$ cat config.mk
export PLATFORM = sky130hd
export DESIGN_NAME = grid_scan_seq
export DESIGN_NICKNAME = d
export VERILOG_FILES = /design/src/rtl/gs_pkg.sv /design/src/rtl/gs_fsm.sv /design/src/rtl/gs_grid_decode.sv /design/src/rtl/gs_ext_serializer.sv /design/src/rtl/grid_scan_seq.sv
export SDC_FILE = /design/constraint.sdc
export NUM_CORES = 1
export LEC_CHECK = 0
export ABC_AREA = 0
export BUFFER_PORTS_ARGS = -buffer_cell sky130_fd_sc_hd__buf_4
export CAP_MARGIN = 5
export CORE_MARGIN = 2
export CORE_UTILIZATION = 25
export CTS_CLUSTER_DIAMETER = 150
export DETAILED_ROUTE_END_ITERATION = 6
export PLACE_DENSITY = 0.49
export SYNTH_ARGS = -nofsm -noshare
export SYNTH_HDL_FRONTEND = slang
export SYNTH_SLANG_ARGS = --single-unit
$ cat constraint.sdc
create_clock -name clk -period 5.91 [get_ports clk]
set_clock_uncertainty 0.1 [all_clocks]
set_input_delay 1.182 -clock clk [delete_from_list [all_inputs] [get_ports clk]]
set_output_delay 1.182 -clock clk [all_outputs]
set_load 0.05 [all_outputs]
$ cat src/rtl/gs_pkg.sv
package gs_pkg;

    typedef enum logic [1:0] {
        ST_CLEAR = 2'd0,
        ST_BLANK = 2'd1,
        ST_LATCH = 2'd2,
        ST_SHOW  = 2'd3
    } gs_state_e;

    localparam logic [1:0] DUTY_WIDE = 2'b11;

    // Scan length for a strap code; the wide code uses every grid available.
    function automatic logic [7:0] gs_scan_len(input logic [1:0] code, input logic [7:0] total);
        logic [7:0] len;
        unique case (code)
            2'b00:   len = 8'd16;
            2'b01:   len = 8'd24;
            2'b10:   len = 8'd20;
            default: len = total;
        endcase
        return len;
    endfunction

endpackage

$ cat src/rtl/gs_fsm.sv
module gs_fsm
    import gs_pkg::*;
#(
    parameter int TOTAL        = 40,
    parameter int BLANK_CYCLES = 4,
    parameter int SHOW_CYCLES  = 40,
    parameter int IDX_W        = 6,
    parameter int CNT_W        = 6
) (
    input  logic             clk,
    input  logic             rst_n,
    input  logic [1:0]       duty_sel,
    output gs_state_e        state,
    output logic [CNT_W-1:0] cnt,
    output logic [IDX_W-1:0] idx,
    output logic [IDX_W-1:0] nxt_idx,
    output logic [1:0]       duty_q
);

    localparam logic [CNT_W-1:0] BLANK_LAST = CNT_W'(BLANK_CYCLES - 1);
    localparam logic [CNT_W-1:0] SHOW_LAST  = CNT_W'(SHOW_CYCLES - 1);

    gs_state_e        state_n;
    logic [CNT_W-1:0] cnt_n;
    logic [IDX_W-1:0] idx_n;
    logic [1:0]       duty_n;
    logic [7:0]       len8;
    logic             at_last;
    logic             restart;

    assign len8    = gs_scan_len(duty_q, 8'(TOTAL));
    assign at_last = (8'(idx) + 8'd1) >= len8;
    assign nxt_idx = at_last ? '0 : idx + 1'b1;
    assign restart = (state != ST_CLEAR) && (duty_sel != duty_q);

    always_comb begin
        state_n = state;
        cnt_n   = cnt;
        idx_n   = idx;
        duty_n  = duty_q;
        if (restart) begin
            state_n = ST_CLEAR;
            cnt_n   = '0;
            idx_n   = '0;
        end else begin
            unique case (state)
                ST_CLEAR: begin
                    duty_n  = duty_sel;
                    state_n = ST_BLANK;
                    cnt_n   = '0;
                    idx_n   = '0;
                end
                ST_BLANK: begin
                    if (cnt == BLANK_LAST) begin
                        state_n = ST_LATCH;
                        cnt_n   = '0;
                    end else begin
                        cnt_n = cnt + 1'b1;
                    end
                end
                ST_LATCH: begin
                    state_n = ST_SHOW;
                    cnt_n   = '0;
                end
                ST_SHOW: begin
                    if (cnt == SHOW_LAST) begin
                        state_n = ST_BLANK;
                        cnt_n   = '0;
                        idx_n   = nxt_idx;
                    end else begin
                        cnt_n = cnt + 1'b1;
                    end
                end
            endcase
        end
    end

    always_ff @(posedge clk or negedge rst_n) begin
        if (!rst_n) begin
            state  <= ST_CLEAR;
            cnt    <= '0;
            idx    <= '0;
            duty_q <= 2'b00;
        end else begin
            state  <= state_n;
            cnt    <= cnt_n;
            idx    <= idx_n;
            duty_q <= duty_n;
        end
    end

    // the index never leaves the selected scan length
    p_idx_in_range_r1: assert property (@(posedge clk) disable iff (!rst_n)
        (state != ST_CLEAR) |-> (8'(idx) < len8));

    // after the last grid's lit period the scan returns to grid 0
    p_wrap_r1: assert property (@(posedge clk) disable iff (!rst_n)
        (state == ST_SHOW && cnt == SHOW_LAST && at_last && !restart) |=> (idx == '0));

    // the strobe lasts one cycle and is followed by the lit period
    p_strobe_once_r2: assert property (@(posedge clk) disable iff (!rst_n)
        (state == ST_LATCH && !restart) |=> (state == ST_SHOW));

    // a strap change forces the clear state on the next cycle
    p_restart_r9: assert property (@(posedge clk) disable iff (!rst_n)
        restart |=> (state == ST_CLEAR && idx == '0));

endmodule

$ cat src/rtl/gs_grid_decode.sv
module gs_grid_decode
    import gs_pkg::*;
#(
    parameter int ON_GRIDS = 24,
    parameter int IDX_W    = 6
) (
    input  logic                clk,
    input  logic                rst_n,
    input  gs_state_e           state,
    input  logic [IDX_W-1:0]    idx,
    output logic [ON_GRIDS-1:0] grid_en
);

    for (genvar g = 0; g < ON_GRIDS; g++) begin : g_grid
        assign grid_en[g] = (state == ST_SHOW) && (idx == IDX_W'(g));
    end

    // never two grids at once
    p_single_grid_r3: assert property (@(posedge clk) disable iff (!rst_n)
        $onehot0(grid_en));

    // a lit on-chip grid means the scan index is inside the on-chip range
    p_grid_in_chip_r3: assert property (@(posedge clk) disable iff (!rst_n)
        (|grid_en) |-> (int'(idx) < ON_GRIDS));

endmodule

$ cat src/rtl/gs_ext_serializer.sv
module gs_ext_serializer
    import gs_pkg::*;
#(
    parameter int ON_GRIDS  = 24,
    parameter int EXT_GRIDS = 16,
    parameter int IDX_W     = 6,
    parameter int CNT_W     = 6
) (
    input  logic             clk,
    input  logic             rst_n,
    input  gs_state_e        state,
    input  logic [CNT_W-1:0] cnt,
    input  logic [IDX_W-1:0] nxt_idx,
    input  logic             wide,
    output logic             sdata,
    output logic             sclk,
    output logic             clr_n,
    output logic             latch,
    output logic             oe
);

    localparam logic [CNT_W-1:0] SHIFT_END = CNT_W'(2 * EXT_GRIDS);
    localparam int               TOP_GRID  = ON_GRIDS + EXT_GRIDS - 1;

    logic [CNT_W-2:0] step;
    logic             in_shift;

    assign step     = cnt[CNT_W-1:1];
    assign in_shift = wide && (state == ST_SHOW) && (cnt < SHIFT_END);

    always_comb begin
        sdata = in_shift && (int'(nxt_idx) == TOP_GRID - int'(step));
        sclk  = in_shift && cnt[0];
        clr_n = (state != ST_CLEAR);
        latch = wide && (state == ST_LATCH);
        oe    = wide && (state == ST_SHOW);
    end

    // serial data does not move while the shift clock rises
    p_data_stable_r5: assert property (@(posedge clk) disable iff (!rst_n)
        $rose(sclk) |-> $stable(sdata));

    // external outputs are enabled only after a latch pulse
    p_oe_after_latch_r6: assert property (@(posedge clk) disable iff (!rst_n)
        $rose(oe) |-> $past(latch));

    // latch transfer happens while external outputs are dark
    p_latch_dark_r6: assert property (@(posedge clk) disable iff (!rst_n)
        latch |-> !oe);

endmodule

$ cat src/rtl/grid_scan_seq.sv
module grid_scan_seq
    import gs_pkg::*;
#(
    parameter int ON_GRIDS     = 24,
    parameter int EXT_GRIDS    = 16,
    parameter int BLANK_CYCLES = 4,
    parameter int SHOW_CYCLES  = 40,
    parameter int TOTAL        = ON_GRIDS + EXT_GRIDS,
    parameter int IDX_W        = $clog2(TOTAL),
    parameter int MAX_CNT      = (SHOW_CYCLES > BLANK_CYCLES) ? SHOW_CYCLES : BLANK_CYCLES,
    parameter int CNT_W        = $clog2(MAX_CNT + 1)
) (
    input  logic                clk,
    input  logic                rst_n,
    input  logic [1:0]          duty_sel,
    output logic [ON_GRIDS-1:0] grid_en,
    output logic                seg_load,
    output logic [IDX_W-1:0]    grid_idx,
    output logic                ext_sdata,
    output logic                ext_sclk,
    output logic                ext_clr_n,
    output logic                ext_latch,
    output logic                ext_oe
);

    gs_state_e        state;
    logic [CNT_W-1:0] cnt;
    logic [IDX_W-1:0] idx;
    logic [IDX_W-1:0] nxt_idx;
    logic [1:0]       duty_q;
    logic             wide;

    assign wide     = (duty_q == DUTY_WIDE);
    assign seg_load = (state == ST_LATCH);
    assign grid_idx = idx;

    gs_fsm #(
        .TOTAL(TOTAL), .BLANK_CYCLES(BLANK_CYCLES), .SHOW_CYCLES(SHOW_CYCLES),
        .IDX_W(IDX_W), .CNT_W(CNT_W)
    ) u_fsm (
        .clk(clk), .rst_n(rst_n), .duty_sel(duty_sel), .state(state),
        .cnt(cnt), .idx(idx), .nxt_idx(nxt_idx), .duty_q(duty_q)
    );

    gs_grid_decode #(.ON_GRIDS(ON_GRIDS), .IDX_W(IDX_W)) u_dec (
        .clk(clk), .rst_n(rst_n), .state(state), .idx(idx), .grid_en(grid_en)
    );

    gs_ext_serializer #(
        .ON_GRIDS(ON_GRIDS), .EXT_GRIDS(EXT_GRIDS), .IDX_W(IDX_W), .CNT_W(CNT_W)
    ) u_ser (
        .clk(clk), .rst_n(rst_n), .state(state), .cnt(cnt), .nxt_idx(nxt_idx),
        .wide(wide), .sdata(ext_sdata), .sclk(ext_sclk), .clr_n(ext_clr_n),
        .latch(ext_latch), .oe(ext_oe)
    );

    // the slot strobe is a single-cycle pulse
    p_strobe_pulse_r4: assert property (@(posedge clk) disable iff (!rst_n)
        seg_load |=> !seg_load);

    // narrow modes leave the serial port idle
    p_port_idle_r7: assert property (@(posedge clk) disable iff (!rst_n)
        (duty_q != DUTY_WIDE) |-> (!ext_sclk && !ext_oe && !ext_sdata));

endmodule

==> results of run 1 <==
[cell usage after synthesis, types with 2 or more instances]
| cell type | number |
|---|---|
| o21ai_0 | 9 |
| xor2_1 | 2 |
| a21oi_1 | 3 |
| inv_1 | 14 |
| o21a_1 | 3 |
| nand2b_1 | 3 |
| nand2_1 | 21 |
| a22o_1 | 2 |
| nand3_1 | 7 |
| and2_1 | 10 |
| dfrtp_1 | 16 |
| nor3_1 | 7 |
| nor2_1 | 26 |
| o211a_1 | 2 |
| ha_1 | 17 |
| xnor2_1 | 10 |
| and3_1 | 4 |
| buf_2 | 3 |
[power groups by stage]
stage	Combinational, mW	Clock (mW)	Sequential [mW]
6_report	0.248	0.0836	0.150
5_1_grt	0.280	0.0940	0.153
4_1_cts	0.250	0.0900	0.150
3_5_place_dp	0.249	0	0.152
3_3_place_gp	0.250	0	0.152
2_1_floorplan	0.191	0	0.146
[routing by layer]
layer  vias to the layer above  GRT usage  part of all wire
li1                        709          -                 -
met1                       613      0.158              0.48
met2                        49      0.203              0.43
met3                         8     0.0165             0.074
met4                         0     0.0400             0.016
met5                         -          0                 0
[kinds of logic (layout without fill, tap and decap cells)]
group	after synthesis	after routing
buf+inv	18	56
flops	16	16
simple gates	89	89
xor+xnor	12	12
fa+ha+maj	17	17
mux	1	1
compound gates	32	32
[worst register-to-register path: stages (launching register included)]
cell and delay (ns):
dfrtp_1 0.57, ha_1 0.31, nand3_1 0.19, xor2_1 0.36, inv_1 0.08, ha_1 0.28
o211a_1 0.15, o21a_1 0.17, nor4b_2 0.44, a21o_1 0.18, a22o_1 0.11
[metrics by stage]
step           cell area [um2]  std cells   util  hold slack, ns
2_1_floorplan             1520        185      -           0.346
3_3_place_gp              1880        295  0.319           0.390
3_5_place_dp              1880        295  0.319           0.380
4_1_cts                   1920        298  0.326           0.389
5_1_grt                   1920        298  0.326           0.395
6_report                  1920        298  0.326           0.384
[sequential cells by signal, summed over array words and instances (netlist names)]
name          flops
u_fsm.state       2
u_fsm.cnt         6
u_fsm.idx         6
u_fsm.duty_q      2
[path summary, 6_finish.rpt]
check | startpoint | slack, ns | end
max | u_fsm.idx[0]$_DFFE_PN0P_ | 1.31 | ext_sdata
min | u_fsm.cnt[0]$_DFF_PN0_ | 0.38 | u_fsm.cnt[0]$_DFF_PN0_
max reg2reg | u_fsm.idx[0]$_DFFE_PN0P_ | 2.91 | u_fsm.idx[3]$_DFFE_PN0P_
min reg2reg | u_fsm.cnt[0]$_DFF_PN0_ | 0.38 | u_fsm.cnt[0]$_DFF_PN0_
max in group asynchronous | rst_n | 4.83 | u_fsm.idx[1]$_DFFE_PN0P_
min in group asynchronous | rst_n | 0.69 | u_fsm.cnt[1]$_DFF_PN0_
[area by class of cell]
| cell class | instances | share of cell area |
|---|---|---|
| repair buffers | 39 | 0.153 |
| clock buffers | 3 | 0.0215 |
| well taps | 75 | 0.0490 |
| multi-input cells | 151 | 0.540 |
| inverters | 14 | 0.0274 |
| flip-flops and latches | 16 | 0.209 |
==> metrics.cfg, run 1 <==
[clocking]
root_buffer=clkbuf_8
cts_max_level=1
cts_tree=done
cts_setup_buffers=0
numCtsBuffers=3
clk_latency_ns=0.25
postCtsHoldBufs=0
path_clk_slew_ns=0.07
cts_sinks=16
cts.repair.resized=0
cts_max_path_buffers=2

[drt]
ant_nets=0
routed_wl_mm=3.86
num_vias=1379
drt_pass1_iterations=4
drc=0
routedWlPerCell_um=13.0
drt-initial-drc-count=34
via_per_inst=4.63

[synth]
synthXorXnorAreaFrac=0.0694
synth-seq-cells=16
synth_edf_count=0
syn_inst=185
ys_types=44
synth-simple-area-share=0.301
synth_area_mm2=0.00152
synth_compound_area_frac=0.166
yosys_warnings=0
synth_area_leaders=dfrtp_1 26%, ha_1 14%, nor2_1 6.4%, xnor2_1 5.8%, nand2_1 5.2%
synth_top_family_by_area=simple AND/OR/NAND/NOR gates
async_flop_share=1.00
synth_area_leader_cell=dfrtp_1
syn_avg_cell_area_um2=8.19
ys.flop_type=dfrtp_1
yosysSeqAreaShare=0.264
synth.mux.area_fraction=0.00743
syn_nets=206
synth_fa_ha_area_frac=0.140
synth_top_area_frac=0.264

[worst_setup_path]
cp_top_family=compound AO/OA/AOI/OAI gates
setup.worst_path.start_class=register
crit_type=reg2out
slowest_stage=dfrtp_1
end_kind=primary output
path_common_cell=ha_1
worst-r2r-cell-count=10
worst-path-buf-inv=2
crit_cells=11
path_max_fanout=11
required_ns=4.63
cpPeakStageDelay_ns=0.57
cp.arrival_ns=3.31
crit_chain=ha_1 -> nand3_1 -> xor2_1 -> inv_1 -> ha_1 -> o211a_1 -> o21a_1 -> nor4_1 -> a2111oi_2 -> o2111a_1 -> buf_4

[die]
rows=28
initial_utilization=0.257
die_w_um=81.9
die-area_mm2=0.00670
core_area_mm2=0.00589
num_io_pins=40
fp.dieH_um=81.9

[placement]
dp_slack_ns=1.57
dpl.hpwl_mm=3.08
routabilityCongestion=0.755
placement.io_buffers=39

[power_and_ir_drop]
ir_drop_v=0.000183
power_switching_mw=0.225
seqPwrFrac=0.311
swShare=0.467
p_leak_nw=0.912
power_frac_comb=0.515
p_int_mw=0.257
p_clk_frac=0.173
pwr_density_cell_mw_per_mm2=251
p_total_mw=0.482

[final_layout]
multi_input_area_mm2=0.00104
area_growth_pct=26.5
antenna_cells=0
final_nets=246
n_fill_cell=658
most-common-layout-cells=39 x buf_4, 26 x nor2_1, 21 x nand2_1
register_area_um2=400
mostFrequentLayoutCell=buf_4
drive_gt1_frac=0.233

[sta]
fmax_mhz=218
hold_viol_final=0
period_share=0.778
worst_slack_ns=1.31
relSlewSlack=0.663
period_needed_ns=4.60
report.final.slew_viol_count=0
finalSetupViolations=0
rsz0062_at_grt=no
tns_ns=0
tightest_slew_ns=0.501

[grt]
antenna_found_initial=0
grt_pass1_wl_mm=6.27
grt_use_total=0.121
overflow=0
grt_pass1_vias=1292
grt_max_degree=17

[run_status]
status=complete, no violations

[job]
cap_viol_max_count=0

[min_path]
min-delay-path-class=reg2reg
holdPathStages=1

(Power assumes the default switching activity.)
==> run 2, diff against run 1 <==
--- a/config.mk
+++ b/config.mk
@@ -12,7 +12,7 @@
 export CORE_UTILIZATION = 25
 export CTS_CLUSTER_DIAMETER = 150
 export DETAILED_ROUTE_END_ITERATION = 6
-export PLACE_DENSITY = 0.49
+export PLACE_DENSITY = 0.5
 export SYNTH_ARGS = -nofsm -noshare
 export SYNTH_HDL_FRONTEND = slang
 export SYNTH_SLANG_ARGS = --single-unit
==> constraint.sdc (replaced) <==
create_clock -name clk -period 4.1 [get_ports clk]
set_clock_uncertainty 0.1 [all_clocks]
set_input_delay 0.82 -clock clk [delete_from_list [all_inputs] [get_ports clk]]
set_output_delay 0.82 -clock clk [all_outputs]
set_load 0.05 [all_outputs]
==> metrics.cfg, run 2 (same netlist as run 1, synthesis figures left out) <==
[run_status]
status=complete, no violations  ; unchanged

[grt]
grt_pass1_vias=1343  ; was 1292
overflow=0  ; unchanged
grt_use_total=0.121  ; about the same
antenna_found_initial=0  ; unchanged
grt_pass1_wl_mm=6.31  ; was 6.27 mm
grt_max_degree=17  ; unchanged

[drt]
via_per_inst=4.54  ; was 4.63
drc=0  ; unchanged
routedWlPerCell_um=12.3  ; was 13.0 um
drt-initial-drc-count=51  ; was 34
drt_pass1_iterations=4  ; unchanged
routed_wl_mm=3.77  ; was 3.86 mm
num_vias=1393  ; was 1379
ant_nets=0  ; unchanged

[sta]
relSlewSlack=0.667  ; was 0.663
tns_ns=0  ; unchanged
period_needed_ns=3.84
whs_ns=0.317  ; was 0.384 ns
fmax_mhz=260
rsz0062_at_grt=no  ; unchanged
tightest_slew_ns=0.495  ; was 0.501 ns
hold_viol_final=0  ; unchanged
finalSetupViolations=0  ; unchanged
report.final.slew_viol_count=0  ; unchanged
period_share=0.937

[final_layout]
top_regs=u_fsm.cnt x6, u_fsm.idx x6  ; unchanged
most-common-layout-cells=47 x buf_4, 26 x nor2_1, 21 x nand2_1  ; was 39 x buf_4, 26 x nor2_1, 21 x nand2_1
area_growth_pct=32.0  ; was 26.5%
antenna_cells=0  ; unchanged
drive_gt1_frac=0.284  ; was 0.233
n_fill_cell=636  ; was 658
final_nets=254  ; was 246
fin_area_mm2=0.00200  ; was 0.00192 mm2
mostFrequentLayoutCell=buf_4  ; unchanged

[job]
cap_viol_max_count=0  ; unchanged

[placement]
routabilityCongestion=0.801  ; was 0.755
place_area_mm2=0.00191  ; was 0.00188 mm2
placement.io_buffers=39  ; unchanged
dpl.hpwl_mm=3.03  ; was 3.08 mm

[clocking]
cts_tree=done  ; unchanged
cts_sinks=16  ; unchanged
cts_max_path_buffers=2  ; unchanged
clk_latency_ns=0.25  ; about the same
numCtsBuffers=3  ; unchanged
root_buffer=clkbuf_8  ; unchanged
path_clk_slew_ns=0.07  ; about the same
cts_max_level=1  ; unchanged

[power_and_ir_drop]
p_total_mw=0.726  ; was 0.482 mW
pwr_density_cell_mw_per_mm2=363  ; was 251 mW/mm2
ir_drop_v=0.000287  ; was 0.000183 V
p_leak_nw=0.951  ; was 0.912 nW

[worst_setup_path]
crit_chain=ha_2 -> nand3_1 -> xor2_1 -> inv_1 -> ha_1 -> o211a_1 -> o21a_1 -> nor4_1 -> a2111oi_2 -> o2111a_1 -> buf_4  ; was ha_1 -> nand3_1 -> xor2_1 -> inv_1 -> ha_1 -> o211a_1 -> o21a_1 -> nor4_1 -> a2111oi_2 -> o2111a_1 -> buf_4
required_ns=3.18  ; was 4.63 ns
slowest_stage=dfrtp_2  ; was dfrtp_1
crit_type=reg2out  ; unchanged
path_max_fanout=9  ; was 11
cp.arrival_ns=2.92  ; was 3.31 ns
worst-r2r-cell-count=11  ; was 10
setup.worst_path.start_class=register  ; unchanged
end_kind=primary output  ; unchanged
r2r-end=u_fsm.idx[3]$_DFFE_PN0P_  ; unchanged
r2r-start=u_fsm.idx[0]$_DFFE_PN0P_  ; unchanged
cpPeakStageDelay_ns=0.45  ; was 0.57 ns
r2r_slack_ns=1.35  ; was 2.91 ns

[die]
num_io_pins=40  ; unchanged
core_area_mm2=0.00589  ; unchanged
fp.dieH_um=81.9  ; unchanged
initial_utilization=0.257  ; unchanged
rows=28  ; unchanged
die_w_um=81.9  ; unchanged
die-area_mm2=0.00670  ; unchanged

[min_path]
min-delay-path-class=in2async  ; was reg2reg

==> run 2: worst max-delay path by stage <==
| stage | startpoint | to | slack [ns] |
|---|---|---|---|
| final | u_fsm.idx[0]$_DFFE_PN0P_ | ext_sdata | 0.26 |
| after CTS | u_fsm.idx[0]$_DFFE_PN0P_ | ext_sdata | 0.05 |
| after floorplan | u_fsm.idx[0]$_DFFE_PN0P_ | ext_sdata | 0.07 |
| after global placement | u_fsm.idx[0]$_DFFE_PN0P_ | ext_sdata | 0.39 |
| after detailed placement | u_fsm.idx[0]$_DFFE_PN0P_ | ext_sdata | 0.35 |
| after global routing | u_fsm.idx[0]$_DFFE_PN0P_ | ext_sdata | 0.003 |
==> run 2: power breakdown <==
part           switching, mW  total, mW  internal (mW)
sequential            0.0319      0.215          0.184
combinational          0.238      0.367          0.129
clock                 0.0585      0.144         0.0853
==> run 2: through the flow <==
stage                     utilization  cells  setup slack, ns
after global routing            0.340    307          0.00331
after detailed placement        0.324    299            0.345
after CTS                       0.333    303           0.0529
after global placement          0.324    299            0.386
final                           0.340    307            0.259
after floorplan                     -    185           0.0720
==> run 2: timing repair <==
| action | in CTS | in global routing |
|---|---|---|
| setup endpoints to repair | 0 | 1 |
| setup buffers | 0 | 4 |
| gates resized for setup | 0 | 5 |
| hold buffers | 0 | 0 |
==> run 2: layer usage <==
layer | GRT usage | share of wire | vias up
li1 | - | - | 729
met1 | 0.160 | 0.49 | 616
met2 | 0.208 | 0.43 | 46
met3 | 0.0154 | 0.073 | 2
met4 | 0.0300 | 0.0050 | 0
met5 | 0 | 0 | -
==> run 2: critical path, delay by kind of cell (launching register included) <==
family                     cells  cell delay (ns)
and+or+nand+nor                2             0.24
AOI/OAI and AO/OA              4             0.97
adders and majority gates      2             0.51
buffers and inverters          2             0.27
xor gates and xnor gates       1             0.23
DFF                            1             0.45
==> run 2: final cells by class <==
type	count	area, um2	share of cell area
repair buffers	47	353	0.176
flip-flops and latches	16	404	0.202
clock buffers	4	55.1	0.0275
inverters	14	52.6	0.0263
well taps	75	93.8	0.0469
multi-input cells	151	1040	0.521
